File: config.mk
export PLATFORM = sky130hd
export DESIGN_NAME = serial_unscrambler
export DESIGN_NICKNAME = d
export VERILOG_FILES = /design/src/rtl/unscr_pkg.sv /design/src/rtl/unscr_bank.sv /design/src/rtl/unscr_ctrl.sv /design/src/rtl/unscr_fmt.sv /design/src/rtl/serial_unscrambler.sv
export SDC_FILE = /design/constraint.sdc
export NUM_CORES = 1
export LEC_CHECK = 0
export ABC_AREA = 1
export BUFFER_PORTS_ARGS = -buffer_cell sky130_fd_sc_hd__buf_2
export CAP_MARGIN = 20
export CELL_PAD_IN_SITES_DETAIL_PLACEMENT = 1
export CELL_PAD_IN_SITES_GLOBAL_PLACEMENT = 2
export CORE_MARGIN = 2
export CORE_UTILIZATION = 25
export DETAILED_ROUTE_END_ITERATION = 7
export PLACE_DENSITY_LB_ADDON = 0.1
export SLEW_MARGIN = 20
export SYNTH_ARGS = -nofsm -noshare
export SYNTH_HDL_FRONTEND = slang
export SYNTH_HIERARCHICAL = 1
export SYNTH_SLANG_ARGS = --single-unit
File: constraint.sdc
create_clock -name clk -period 1.22 [get_ports clk]
set_clock_uncertainty 0.05 [all_clocks]
set_input_delay 0.183 -clock clk [delete_from_list [all_inputs] [get_ports clk]]
set_output_delay 0.183 -clock clk [all_outputs]
set_load 0.01 [all_outputs]
File: src/rtl/unscr_pkg.sv
package unscr_pkg;
  parameter int DW       = 16;
  parameter int SCALE_SH = 6;

  typedef struct packed {
    logic signed [DW-1:0] re;
    logic signed [DW-1:0] im;
  } cpx_t;

  // Inverse formatting: exchange parts, then arithmetic shift
  function automatic cpx_t fmt_sample(input cpx_t s, input logic inv);
    cpx_t r;
    if (inv) begin
      r.re = s.im >>> SCALE_SH;
      r.im = s.re >>> SCALE_SH;
    end else begin
      r = s;
    end
    return r;
  endfunction
endpackage

File: src/rtl/unscr_bank.sv
module unscr_bank
  import unscr_pkg::*;
#(
  parameter int PTS    = 8,
  parameter int GROUPS = 8,
  localparam int DEPTH = GROUPS * (PTS - 1) + 1
) (
  input  logic clk,
  input  logic rst_n,
  input  logic wr,
  input  cpx_t grp [PTS],
  output cpx_t head,
  output cpx_t slot1
);
  cpx_t slot_w [DEPTH];

  for (genvar k = 0; k < DEPTH; k++) begin : g_slot
    cpx_t above;
    cpx_t nxt;
    cpx_t q;

    // top slot refills with zero, others take the slot above
    if (k == DEPTH - 1) begin : g_top
      assign above = '0;
    end else begin : g_mid
      assign above = slot_w[k+1];
    end

    // tap slots at multiples of GROUPS take the group word first
    if (k % GROUPS == 0) begin : g_tap
      assign nxt = wr ? grp[k/GROUPS] : above;
    end else begin : g_pass
      assign nxt = above;
    end

    always_ff @(posedge clk or negedge rst_n) begin
      if (!rst_n) q <= '0;
      else        q <= nxt;
    end

    assign slot_w[k] = q;
  end

  assign head  = slot_w[0];
  assign slot1 = slot_w[1];
endmodule

File: src/rtl/unscr_ctrl.sv
module unscr_ctrl #(
  parameter int LEN = 64,
  localparam int CW = $clog2(LEN)
) (
  input  logic          clk,
  input  logic          rst_n,
  input  logic          go,
  input  logic          inv_in,
  output logic          busy,
  output logic [CW-1:0] idx,
  output logic          inv_q,
  output logic          start_ev,
  output logic          last_ev
);
  // a start only counts when idle
  assign start_ev = go && !busy;
  // terminal count of the burst
  assign last_ev  = busy && (idx == CW'(LEN - 1));

  always_ff @(posedge clk or negedge rst_n) begin
    if (!rst_n) begin
      busy  <= 1'b0;
      idx   <= '0;
      inv_q <= 1'b0;
    end else if (start_ev) begin
      busy  <= 1'b1;
      idx   <= '0;
      inv_q <= inv_in;          // direction latched at start only
    end else if (last_ev) begin
      busy  <= 1'b0;
      idx   <= '0;
    end else if (busy) begin
      idx   <= idx + 1'b1;
    end
  end
endmodule

File: src/rtl/unscr_fmt.sv
module unscr_fmt
  import unscr_pkg::*;
(
  input  cpx_t sample,
  input  logic inv,
  output cpx_t result
);

  always_comb result = fmt_sample(sample, inv);
endmodule

File: src/rtl/serial_unscrambler.sv
module serial_unscrambler
  import unscr_pkg::*;
#(
  parameter int PTS    = 8,
  parameter int GROUPS = 8,
  localparam int BURST = PTS * GROUPS,
  localparam int CW    = $clog2(BURST)
) (
  input  logic              clk,
  input  logic              rst_n,
  input  logic              grp_wr,
  input  logic [PTS*DW-1:0] grp_re,
  input  logic [PTS*DW-1:0] grp_im,
  input  logic              burst_go,
  input  logic              inv_mode,
  output logic              out_valid,
  output logic [CW-1:0]     out_idx,
  output logic [DW-1:0]     out_re,
  output logic [DW-1:0]     out_im
);
  cpx_t grp [PTS];
  cpx_t head;
  cpx_t slot1;
  cpx_t formatted;
  logic inv_lat;
  logic start_ev;
  logic last_ev;

  // Unpack the flat group buses, element i at bits [DW*i +: DW]
  for (genvar i = 0; i < PTS; i++) begin : g_unpack
    assign grp[i].re = grp_re[i*DW +: DW];
    assign grp[i].im = grp_im[i*DW +: DW];
  end

  unscr_bank #(.PTS(PTS), .GROUPS(GROUPS)) u_bank (
    .clk   (clk),
    .rst_n (rst_n),
    .wr    (grp_wr),
    .grp   (grp),
    .head  (head),
    .slot1 (slot1)
  );

  unscr_ctrl #(.LEN(BURST)) u_ctrl (
    .clk      (clk),
    .rst_n    (rst_n),
    .go       (burst_go),
    .inv_in   (inv_mode),
    .busy     (out_valid),
    .idx      (out_idx),
    .inv_q    (inv_lat),
    .start_ev (start_ev),
    .last_ev  (last_ev)
  );

  unscr_fmt u_fmt (
    .sample (head),
    .inv    (inv_lat),
    .result (formatted)
  );

  assign out_re = formatted.re;
  assign out_im = formatted.im;
endmodule

==> results.cfg <==
[routing]
met1_length_um = 38100
dr.max_layer_used = met5
dr.pass1.iters = 4
wl_per_cell_um = 14.7
wl_met2_um = 52400
drc = 0
drt_first_iter_violations = 1199
wirelength_um = 98800
ant_nets = 0
vias = 24400
dr_wl_met3_um = 4350
via_per_inst = 3.64

[floorplan]
core_sq_mm = 0.197
die_h_um = 449
start_util_pct = 25.2
die_area_sq_mm = 0.202
fp.dieW_um = 449
rows = 163
boundaryPins = 300

[power]
vdd_drop_max_mv = 1.18
p_leak_uw = 0.0330
internal_power_uw = 107000
combPwrFrac_pct = 6.0
switching_share_pct = 21.8
pwr-share-clk_pct = 44.7
switchingPower_uw = 29800
pwr-share-seq_pct = 49.3
power.density_mw_per_mm2 = 1990

[layout]
area_growth_pct = 37.8
num-fill-cells = 20200
layout.nets = 4160
multi_input_area_sq_mm = 0.00329
drive_above_1_share_pct = 20.5
regArea_sq_mm = 0.0458

[global_route]
antenna_found_initial = 12
grt_overflow = 0
grt_max_degree = 101
grt_pass1_wl_um = 161000
grtUsageTotal_pct = 10.2
grt_pass1_vias = 28900

[critical_path]
cp_max_fo = 22
crit_family = buffers and inverters
cpPeakStageDelay_ps = 1150
worstPathRequired_ps = 1910
endpoint_kind = flip-flop
crit_type = primary input to flip-flop
path_buf_inv = 5
cp-start-kind = primary input
crit_slowest_cell = dlygate4sd3_1
cp_cell_sequence = buf_8, buf_12, dlygate4sd3_1, buf_12, nand2_1, dlygate4sd3_1, nand2_1
crit_arrival_ps = 2680

[synth]
ys_seq_elements = 1832
ys_seq_area_share_pct = 92.4
yosysWarnings = 6
synth_fp_nets = 3018
syn_inst = 2756
synth_area_per_cell_sq_um = 18.0
syn_area_sq_mm = 0.0496
synth_area_leaders = dfrtp_1 (92%), nand2_1 (6.0%), buf_6 (0.50%)
synthDistinctLibCells = 22
yosysTopAreaCellShare_pct = 92.4
synth_top_cell_by_area = dfrtp_1

[clock_network]
clock_latency_ps = 810
cts_sinks = 1832
cts_max_path_buffers = 3
clkTransAtPathRegs_ps = 60
tritoncts = yes
cts-htree-levels = 4
clockRootBuffer = clkbuf_16
cts_buffers = 197

[min_path]
hold_class = primary input to flip-flop

[timing]
drv_slew = 0
slew_headroom_pct = 40.4
timing.final.crit_share_pct = 163
worst_slack_ps = -766
tightest_slew_ps = 891
holdWs_ps = 57.6
hold_viol_final = 0
setup_tns_ps = -37720
rsz0062_at_grt = yes
fin_crit_ps = 1990
fmax_mhz = 504
finalSetupViolCount = 92

[status]
status = finished, violations left
violations = negative setup slack

[placed_design]
portBuffers = 299
dp_hpwl_um = 58500
routabilityCongestion = 0.719

[run]
drv_cap = 0
## power groups by stage
stage          sequential [uW]  combinational, uW  clock [uW]
2_1_floorplan            67700               2110           0
3_3_place_gp             68100               5600           0
3_5_place_dp             68400               5830           0
4_1_cts                  67300               7820       63800
5_1_grt                  67700               9180       66400
6_report                 67100               8190       61000
## flip-flops by register name (all words and copies together) (netlist names)
signal               flops
u_ctrl/busy              1
u_bank/slot1            32
u_bank/g_slot.above   1728
u_bank/g_slot.q         32
u_bank/head             32
u_ctrl/inv_q             1
u_ctrl/idx               6
## cell type report
cell class	instances	share of cell area, %
antenna	3	0.0110
clock buffer	286	8.45
clock inverter	79	1.55
inverter	42	0.256
multi-input combinational	824	4.81
sequential	1832	67.1
tap	2640	4.83
timing repair buffer	1001	13.0
## worst register-to-register path, delay by kind of cell (launching register included)
| kind | cells | cell delay (ps) |
|---|---|---|
| buf+inv | 4 | 500 |
| flops | 1 | 390 |
| compound gates | 1 | 190 |
| simple gates | 2 | 250 |
## synthesized netlist by cell type, drive strengths merged
cell type	number
nand3b	1
nand4	2
nor2	11
clkbuf	1
nand3	3
a21oi	2
xor2	1
nor3	1
a22o	1
dfrtp	1832
inv	42
nand2	801
buf	57
ha	1
## layout by cell type (no fill, tap or decap), types with 2 or more instances in the layout
cell / count
dlymetal6s4s_1: 2
nand4_1: 2
clkinv_2: 37
dfrtp_1: 1829
diode_2: 3
buf_2: 286
clkbuf_8: 49
inv_1: 40
nand2_4: 7
nor2_4: 3
clkbuf_1: 39
buf_4: 110
bufinv_16: 19
clkinv_16: 2
nor2_1: 7
nand2_1: 784
clkinv_8: 8
clkbuf_16: 200
nand3_2: 2
dfrtp_2: 3
nand2_8: 2
buf_6: 19
clkinvlp_4: 6
buf_12: 54
dlygate4sd3_1: 524
inv_6: 5
nand2_2: 8
clkinv_4: 2
## path summary, 6_finish.rpt
path	depth (start not counted)	startpoint	slack [ps]	end
max	7	grp_wr	-770	u_bank/g_slot[39].above[30]
min	5	grp_wr	60	u_bank/g_slot[23].above[20]
max reg2reg	7	u_ctrl/busy	-260	u_ctrl/idx[2]
min reg2reg	0	u_bank/g_slot[20].above[18]	260	u_bank/g_slot[19].above[18]
max in group asynchronous	6	rst_n	50	u_bank/g_slot[18].above[16]
min in group asynchronous	4	rst_n	130	u_bank/g_slot[18].above[2]
## timing repair
item	in CTS	in global routing
pin swaps	5	4
gates cloned	0	3
setup endpoints to repair	42	1432
buffers inserted	11	6
resized for setup	19	50
endpoints found under the hold margin	2096	58
hold buffers	530	7
## cell families after synthesis
logic type	count (synthesis)	share of synthesized area [%]
buf+inv	100	1.21
fa+ha+maj	1	0.0252
xor+xnor	1	0.0177
compound gates	3	0.0404
simple gates	819	6.29
flops	1832	92.4
## metrics by stage
step / setup WS (ps) / util (%) / cells / instance area (sq um) / power (uW)
after CTS: -901 / 34.5 / 6692 / 68100 / 139000
after detailed placement: -50.3 / 28.3 / 5786 / 55700 / 74200
after floorplan: 14.1 / - / 2756 / 49600 / 69900
after global placement: -5.17 / 28.3 / 5786 / 55700 / 73700
final: -766 / 34.7 / 6707 / 68400 / 136000
after global routing: -893 / 34.7 / 6706 / 68400 / 143000
## routing by layer
metal,vias to the layer above,GRT usage [%]
li1,10700,-
met1,13000,11.6
met2,441,18.1
met3,249,2.61
met4,2,4.43
met5,-,0
(Power assumes the default switching activity.)
